<file path="config.mk">
export PLATFORM = sky130hd
export DESIGN_NAME = edge_level_intc
export DESIGN_NICKNAME = d
export VERILOG_FILES = /design/src/rtl/intc_pkg.sv /design/src/rtl/intc_sync.sv /design/src/rtl/intc_trigger.sv /design/src/rtl/intc_regs.sv /design/src/rtl/edge_level_intc.sv
export SDC_FILE = /design/constraint.sdc
export NUM_CORES = 1
export LEC_CHECK = 0
export BUFFER_PORTS_ARGS = -buffer_cell sky130_fd_sc_hd__buf_2
export CAP_MARGIN = 20
export CORE_UTILIZATION = 37
export CTS_CLUSTER_SIZE = 10
export DETAILED_ROUTE_END_ITERATION = 8
export PLACE_DENSITY = 0.66
export REMOVE_ABC_BUFFERS = 1
export SYNTH_ARGS = -nofsm -noshare
export SYNTH_HDL_FRONTEND = slang
export SYNTH_HIERARCHICAL = 1
export SYNTH_SLANG_ARGS = --single-unit
</file>
<file path="constraint.sdc">
create_clock -name clk -period 4.22 [get_ports clk]
set_clock_uncertainty 0.1 [all_clocks]
set_input_delay 0 -clock clk [delete_from_list [all_inputs] [get_ports clk]]
set_output_delay 0 -clock clk [all_outputs]
set_load 0.02 [all_outputs]
</file>
<file path="src/rtl/intc_pkg.sv">
`timescale 1ns/1ps
package intc_pkg;
  localparam int DATA_W = 32;
  localparam int IDX_W  = 3;

  // word index within the window (byte offset / 4)
  typedef enum logic [IDX_W-1:0] {
    RG_RAW    = 3'd0,
    RG_ENABLE = 3'd1,
    RG_CLEAR  = 3'd2,
    RG_MODE   = 3'd3,
    RG_POL    = 3'd4,
    RG_STATUS = 3'd5
  } reg_sel_e;
endpackage

</file>
<file path="src/rtl/intc_sync.sv">
`timescale 1ns/1ps
module intc_sync #(
  parameter int W      = 32,
  parameter int STAGES = 2
) (
  input  logic         clk,
  input  logic         rst_n,
  input  logic [W-1:0] d_in,
  output logic [W-1:0] q_out
);
  logic [W-1:0] stg [STAGES];

  for (genvar k = 0; k < STAGES; k++) begin : g_stage
    if (k == 0) begin : g_first
      always_ff @(posedge clk or negedge rst_n)
        if (!rst_n) stg[k] <= '0;
        else        stg[k] <= d_in;
    end else begin : g_next
      always_ff @(posedge clk or negedge rst_n)
        if (!rst_n) stg[k] <= '0;
        else        stg[k] <= stg[k-1];
    end
  end

  assign q_out = stg[STAGES-1];
endmodule

</file>
<file path="src/rtl/intc_trigger.sv">
`timescale 1ns/1ps
module intc_trigger #(
  parameter int N = 32
) (
  input  logic         clk,
  input  logic         rst_n,
  input  logic [N-1:0] lvl_s,
  input  logic [N-1:0] mode_edge,
  input  logic [N-1:0] pol_low,
  input  logic [N-1:0] clr,
  output logic [N-1:0] prev_s,
  output logic [N-1:0] pend
);
  for (genvar i = 0; i < N; i++) begin : g_src
    logic rise, fall, hit, act;

    always_comb begin
      rise = lvl_s[i] & ~prev_s[i];
      fall = ~lvl_s[i] & prev_s[i];
      hit  = pol_low[i] ? fall : rise;
      act  = pol_low[i] ? ~lvl_s[i] : lvl_s[i];
    end

    always_ff @(posedge clk or negedge rst_n) begin
      if (!rst_n) begin
        prev_s[i] <= 1'b0;
        pend[i]   <= 1'b0;
      end else begin
        prev_s[i] <= lvl_s[i];
        if (mode_edge[i])
          pend[i] <= hit | (pend[i] & ~clr[i]);   // new edge beats clear
        else if (clr[i])
          pend[i] <= 1'b0;                        // clear beats level for a cycle
        else
          pend[i] <= pend[i] | act;
      end
    end
  end
endmodule

</file>
<file path="src/rtl/intc_regs.sv">
`timescale 1ns/1ps
module intc_regs
  import intc_pkg::*;
#(
  parameter int N      = 32,
  parameter int ADDR_W = 12
) (
  input  logic              clk,
  input  logic              rst_n,
  input  logic              bus_en,
  input  logic              bus_we,
  input  logic [ADDR_W-1:0] bus_addr,
  input  logic [DATA_W-1:0] bus_wdata,
  input  logic [N-1:0]      raw_s,
  input  logic [N-1:0]      status,
  output logic [N-1:0]      en_q,
  output logic [N-1:0]      mode_q,
  output logic [N-1:0]      pol_q,
  output logic [N-1:0]      clr_pulse,
  output logic [DATA_W-1:0] bus_rdata
);
  localparam int HI_LSB = IDX_W + 2;

  logic              hit_win;
  logic [IDX_W-1:0]  idx;
  logic              wr_ok, rd_ok;
  logic [DATA_W-1:0] rd_mux;
  logic              unused_lsb;

  assign unused_lsb = ^bus_addr[1:0];
  assign idx     = bus_addr[HI_LSB-1:2];
  assign hit_win = (bus_addr[ADDR_W-1:HI_LSB] == '0) && (idx <= IDX_W'(RG_STATUS));
  assign wr_ok   = bus_en & bus_we & hit_win;
  assign rd_ok   = bus_en & ~bus_we;

  assign clr_pulse = (wr_ok && idx == RG_CLEAR) ? bus_wdata[N-1:0] : '0;

  always_ff @(posedge clk or negedge rst_n) begin
    if (!rst_n) begin
      en_q   <= '0;
      mode_q <= '0;
      pol_q  <= '0;
    end else if (wr_ok) begin
      case (idx)
        RG_ENABLE: en_q   <= bus_wdata[N-1:0];
        RG_MODE:   mode_q <= bus_wdata[N-1:0];
        RG_POL:    pol_q  <= bus_wdata[N-1:0];
        default: ;
      endcase
    end
  end

  always_comb begin
    rd_mux = '0;
    if (hit_win) begin
      case (idx)
        RG_RAW:    rd_mux[N-1:0] = raw_s;
        RG_ENABLE: rd_mux[N-1:0] = en_q;
        RG_MODE:   rd_mux[N-1:0] = mode_q;
        RG_POL:    rd_mux[N-1:0] = pol_q;
        RG_STATUS: rd_mux[N-1:0] = status;
        default:   rd_mux = '0;
      endcase
    end
  end

  always_ff @(posedge clk or negedge rst_n)
    if (!rst_n)     bus_rdata <= '0;
    else if (rd_ok) bus_rdata <= rd_mux;
endmodule

</file>
<file path="src/rtl/edge_level_intc.sv">
`timescale 1ns/1ps
module edge_level_intc
  import intc_pkg::*;
#(
  parameter int NSRC   = 32,
  parameter int ADDR_W = 12,
  parameter int SYNC_N = 2
) (
  input  logic              clk,
  input  logic              rst_n,
  input  logic [NSRC-1:0]   src_in,
  input  logic              bus_en,
  input  logic              bus_we,
  input  logic [ADDR_W-1:0] bus_addr,
  input  logic [DATA_W-1:0] bus_wdata,
  output logic [DATA_W-1:0] bus_rdata,
  output logic              irq_out
);
  logic [NSRC-1:0] sync_s, prev_s, pend, status;
  logic [NSRC-1:0] en_q, mode_q, pol_q, clr_pulse;

  intc_sync #(.W(NSRC), .STAGES(SYNC_N)) sync_i (
    .clk(clk), .rst_n(rst_n), .d_in(src_in), .q_out(sync_s));

  intc_trigger #(.N(NSRC)) trig_i (
    .clk(clk), .rst_n(rst_n), .lvl_s(sync_s), .mode_edge(mode_q),
    .pol_low(pol_q), .clr(clr_pulse), .prev_s(prev_s), .pend(pend));

  intc_regs #(.N(NSRC), .ADDR_W(ADDR_W)) regs_i (
    .clk(clk), .rst_n(rst_n), .bus_en(bus_en), .bus_we(bus_we),
    .bus_addr(bus_addr), .bus_wdata(bus_wdata), .raw_s(sync_s),
    .status(status), .en_q(en_q), .mode_q(mode_q), .pol_q(pol_q),
    .clr_pulse(clr_pulse), .bus_rdata(bus_rdata));

  assign status = pend & en_q;

  always_ff @(posedge clk or negedge rst_n)
    if (!rst_n) irq_out <= 1'b0;
    else        irq_out <= |status;
endmodule

</file>
-- Word-level counts from Yosys, hierarchy flattened
Cells that the tools add are included.
- register bits after elaboration: 257
- memories: 0
- latch bits: 0
- memory bits (writable): 0
- memory bits (read-only): 0
- output and inout port bits: 33
- input bits: 80
- reduce and logical (&&, ||, !) cells: 8
- div/mod/pow operators: 0
- bitwise operators: 261
- multiply operators: 0
- shifts and indexed selects: 0
- multiplexer cells: 131
- eq/ne operators: 5
- $add $sub $neg: 0
- magnitude comparators: 1
- operator list (kind ; count):
    32-bit one-hot mux with 5 select lines ; 1
    1-bit two-way mux ; 128
    1-bit AND ; 99
    1-bit NOT ; 97
    32-bit two-way mux ; 2
    1-bit bitwise OR ; 64
    32-bit AND ; 1
    32-bit OR reduction ; 1
    7-bit logical NOT ; 1
    3-bit by 2-bit == test with 1-bit output, second input constant ; 2
    3-bit == test, second input constant ; 2
    2-bit AND reduction ; 3
    3-bit by 1-bit == test with 1-bit output, second input constant ; 1
    3-bit less-or-equal comparator, second input constant ; 1
    3-bit logical NOT ; 1
    1-bit logical AND ; 2

-- Logic depth before layout (Yosys ltp)
- depth in word-level cells: 9
- mapped depth: 8
- gate-level depth less buffers: 7

-- By module
Netlist, hierarchy kept.
- modules (own cells, without submodules) (module ; cells an instance ; area each (um^2) ; instances):
    intc_regs ; 514 ; 6432.4 ; 1
    intc_trigger ; 287 ; 3397.0 ; 1
    intc_sync ; 96 ; 1841.8 ; 1
    edge_level_intc ; 46 ; 322.8 ; 1

-- Least setup slack after synthesis
Ideal clock, no wire load.
- path kind: reg-to-reg
- from: reg trig_i.pend[24]
- to: reg irq_out
- arrival: 1.894 ns
- period minus slack after synthesis: 2.132 ns
- path slack: 2.088 ns
- cell stages (with the launch flop): 5
- cells stage by stage: dfrtp_1 and2_4 or4_1 or4_1 or4_1
- longest elaborated chain between the ends: 2
- ends and longest elaborated chain (what ; line ; text):
    from (decl) ; intc_trigger.sv:12 ; output logic [N-1:0] pend
    from (signal, indexed assignment) ; intc_trigger.sv:31 ; pend[i] <= hit | (pend[i] & ~clr[i]);
    from (signal, indexed assignment) ; intc_trigger.sv:35 ; pend[i] <= pend[i] | act;
    32-bit AND ; edge_level_intc.sv:35 ; assign status = pend & en_q;
    net status[24] ; edge_level_intc.sv:19 ; logic [NSRC-1:0] sync_s, prev_s, pend, status;
    32-bit OR reduction ; edge_level_intc.sv:39 ; else irq_out <= |status;
    to (signal assigned) ; edge_level_intc.sv:39 ;
    to (decl) ; edge_level_intc.sv:17 ; output logic irq_out
The timed path passes the listed nets, and every way through them passes these cells.
A chain may end at the register's enable or synchronous reset.

-- Final worst setup path
- from: in bus_addr[7]
- to: reg trig_i.pend[24]
- longest elaborated chain between the ends: 9
- elaborated cells between the ends (all ways): 10
- those cells by class: mux: 3; bitwise: 4; reduce/logical: 3
- ends and longest elaborated chain (what ; line ; text):
    from (decl) ; edge_level_intc.sv:14 ; input logic [ADDR_W-1:0] bus_addr,
    7-bit logical NOT (*) ; intc_regs.sv:32 ; assign hit_win = (bus_addr[ADDR_W-1:HI_LSB] == '0) && (idx <= IDX_W'(RG_STATUS));
    1-bit logical AND (*) ; intc_regs.sv:32 ;
    1-bit AND (*) ; intc_regs.sv:33 ; assign wr_ok = bus_en & bus_we & hit_win;
    1-bit logical AND (*) ; intc_regs.sv:36 ; assign clr_pulse = (wr_ok && idx == RG_CLEAR) ? bus_wdata[N-1:0] : '0;
    32-bit two-way mux (*) ; intc_regs.sv:36 ;
    net clr_pulse[24] ; edge_level_intc.sv:20 ; logic [NSRC-1:0] en_q, mode_q, pol_q, clr_pulse;
    1-bit NOT ; intc_trigger.sv:31 ;
    1-bit AND ; intc_trigger.sv:31 ;
    1-bit bitwise OR ; intc_trigger.sv:31 ;
    1-bit two-way mux (*) ; intc_trigger.sv:30 ; if (mode_edge[i])
The timed path passes the listed nets; every way through them passes the cells marked *.

==> results.yml <==
global_route:
  grt_usage_pct: 17.3
  grt_remaining_overflow: 0
  grt_pass1_vias: 8343
  antenna_found_initial: 2
  grt_pass1_wl_um: 45600
  grt_start_max_net_pins: 103
die:
  core_area_sq_mm: 0.0317
  rows: 65
  die_height_um: 182
  fp.dieW_um: 182
  start_util_pct: 37.8
  dieArea_sq_mm: 0.0331
  ios: 113
clock_tree:
  cts_resized: 0
  cts_setup_buffers: 0
  htree_levels: 1
  insertion_delay_ps: 540
  ctsLongestPathBuffers: 3
  path_clk_slew_ps: 50
  cts.sinks: 257
  cts_root_buf: "clkbuf_16"
  ctsHoldBuffers: 95
  cts_tree: "yes"
  cts_buffers: 30
min_path:
  hold_path_class: "input pin to async pin"
detailed_routing:
  firstDrtPassIters: 5
  drtIter0Drc: 437
  antenna_left: 0
  routed_wl_um: 28400
  vias_per_cell: 5.31
  routedWlPerCell_um: 18.7
  vias: 8092
  drcViolationCount: 0
pwr:
  peakVddDrop_mv: 0.228
  p_total_mw: 5.13
  power.leakage_nw: 6.53
  p_per_area_mw_per_mm2: 354
sta:
  fmax_mhz: 337
  min_period_over_period_pct: 70.3
  rsz0062_at_grt: "false"
  fin_tns_setup_ps: 0
  worstMarginPinSlew_ps: 935
  finalHoldViolations: 5
  slew_viol_final: 0
  finalSetupViolations: 0
  slew_headroom_pct: 37.6
  layout_min_cycle_time_ps: 2970
  worst_slack_ps: 1250
  holdWs_ps: -24.5
yosys:
  synthFlopType: "dfrtp_1"
  synthTopCellsByCount: "dfrtp_1, mux2_2, a21oi_1, and2_1"
  synthTopCellsByArea: "dfrtp_1, mux2_2, o311ai_2"
  synth_enable_flop_cells: 0
  yosysTopAreaCell: "dfrtp_1"
  ys_ff_latch: 257
  yosysMostFrequentCell: "dfrtp_1"
  ys_types: 42
  yosys_warnings: 6
  syn_avg_cell_area_sq_um: 12.7
  synthDominantCellAreaShare_pct: 53.6
  synth-seq-area-share_pct: 53.6
  netlist_area_sq_mm: 0.0120
  syn_inst: 943
  synthArstFlopShare_pct: 100
worst_setup_path:
  worstSetupStartpointType: "input pin"
  r2r_slack_ps: 1880
  cp_data_arrival_time_ps: 3270
  worstReg2RegEnd: "irq_out"
  reg2reg_depth: 4
  end_kind: "flip-flop"
  reg2reg_from: "trig_i/pend[13]"
  crit_type: "input pin to flip-flop"
  critPathRequiredTime_ps: 4530
  crit_path_max_fanout: 29
layout:
  stdcell_count: 1523
  layout.nets: 1193
  synthToLayoutAreaGrowth_pct: 20.7
  layout-drive-gt1-share_pct: 32.1
place:
  placed_cells_incl_taps: 1388
  hpwl_um: 17700
  io_buffers: 110
  gp_congestion: 0.770
  place_ws_ps: 1550
job:
  drv_cap: 0
status:
  violations: "negative hold slack"
  status: "finished, violations left"
critical path, stage by stage:
cell and delay, ps:
dlygate4sd3_1 540, buf_2 140, nor4_4 350, dlygate4sd3_1 640
nand2_2 110, nor4_2 440, buf_4 460, and2_1 230
nor2_2 70, o211ai_2 180, o311ai_2 120
placed cells by master (no fill, tap or decap), drive strengths merged, types with 2 or more instances in the layout:
| cell type | n |
|---|---|
| nor2 | 33 |
| and2 | 64 |
| mux2 | 96 |
| dfrtp | 257 |
| o311ai | 31 |
| nand2 | 34 |
| o211ai | 32 |
| a21oi | 62 |
| clkbuf | 38 |
| mux2i | 34 |
| buf | 123 |
| a22oi | 31 |
| inv | 33 |
| nand2b | 34 |
| a211o | 32 |
| nor4 | 3 |
| dlygate4sd3 | 95 |
| nor3 | 2 |
| nor2b | 31 |
| or2 | 4 |
| a222oi | 31 |
| or4 | 10 |
per-stage QoR:
step	utilization (%)	cell area, sq um
floorplan	-	11500
global placement	40.1	12700
detailed placement	40.1	12700
CTS	45.6	14500
global route	45.6	14500
finish	45.6	14500
power breakdown:
group          total (mW)  internal (mW)  switching [mW]
logic               0.324          0.143           0.181
registers            2.57           2.52          0.0444
clock network        2.24           1.30           0.934
metal layers:
layer | global-route usage, % | part of all wire, % | vias to the layer above
met5 | 0 | 0.046 | -
met4 | 5.58 | 2.7 | 2
met3 | 2.81 | 5.0 | 59
met2 | 28.5 | 47 | 202
met1 | 23.3 | 46 | 4055
li1 | - | - | 3774
worst max path at each step:
stage                     start                to  cells after the start
floorplan           bus_addr[7]   trig_i/pend[30]                      7
global placement    bus_addr[4]  regs_i/pol_q[13]                      6
detailed placement  bus_addr[4]  regs_i/pol_q[13]                      6
CTS                 bus_addr[7]   trig_i/pend[25]                     11
global route        bus_addr[7]   trig_i/pend[25]                     11
finish              bus_addr[7]   trig_i/pend[24]                     11
area by class of cell:
cell class / instances / area, sq um
clock inverter: 1 / 8.76
timing repair buffer: 218 / 1640
tap: 402 / 503
fill: 2896 / 17200
inverter: 33 / 124
clock buffer: 38 / 802
multi-input combinational: 573 / 4970
sequential: 257 / 6430
antenna: 1 / 2.50
cells by family (layout without fill, tap and decap cells):
family                 after synthesis  in the layout  share of synthesized area, %
flip-flops                         257            257                          53.6
AO/OA/AOI/OAI                      223            223                          17.4
AND/OR/NAND/NOR                    220            220                          11.1
multiplexers                       130            130                          12.8
buffers and inverters              113            290                          5.11
other                                0              1                             0
sequential cells by signal (all words and copies together), names as in the netlist:
register and flops:
sync_i/q_out 32, regs_i/mode_q 32, trig_i/pend 32, irq_out 1, regs_i/pol_q 32, trig_i/prev_s 32
regs_i/bus_rdata 32, sync_i/stg 32, regs_i/en_q 32
(Power assumes the default switching activity.)
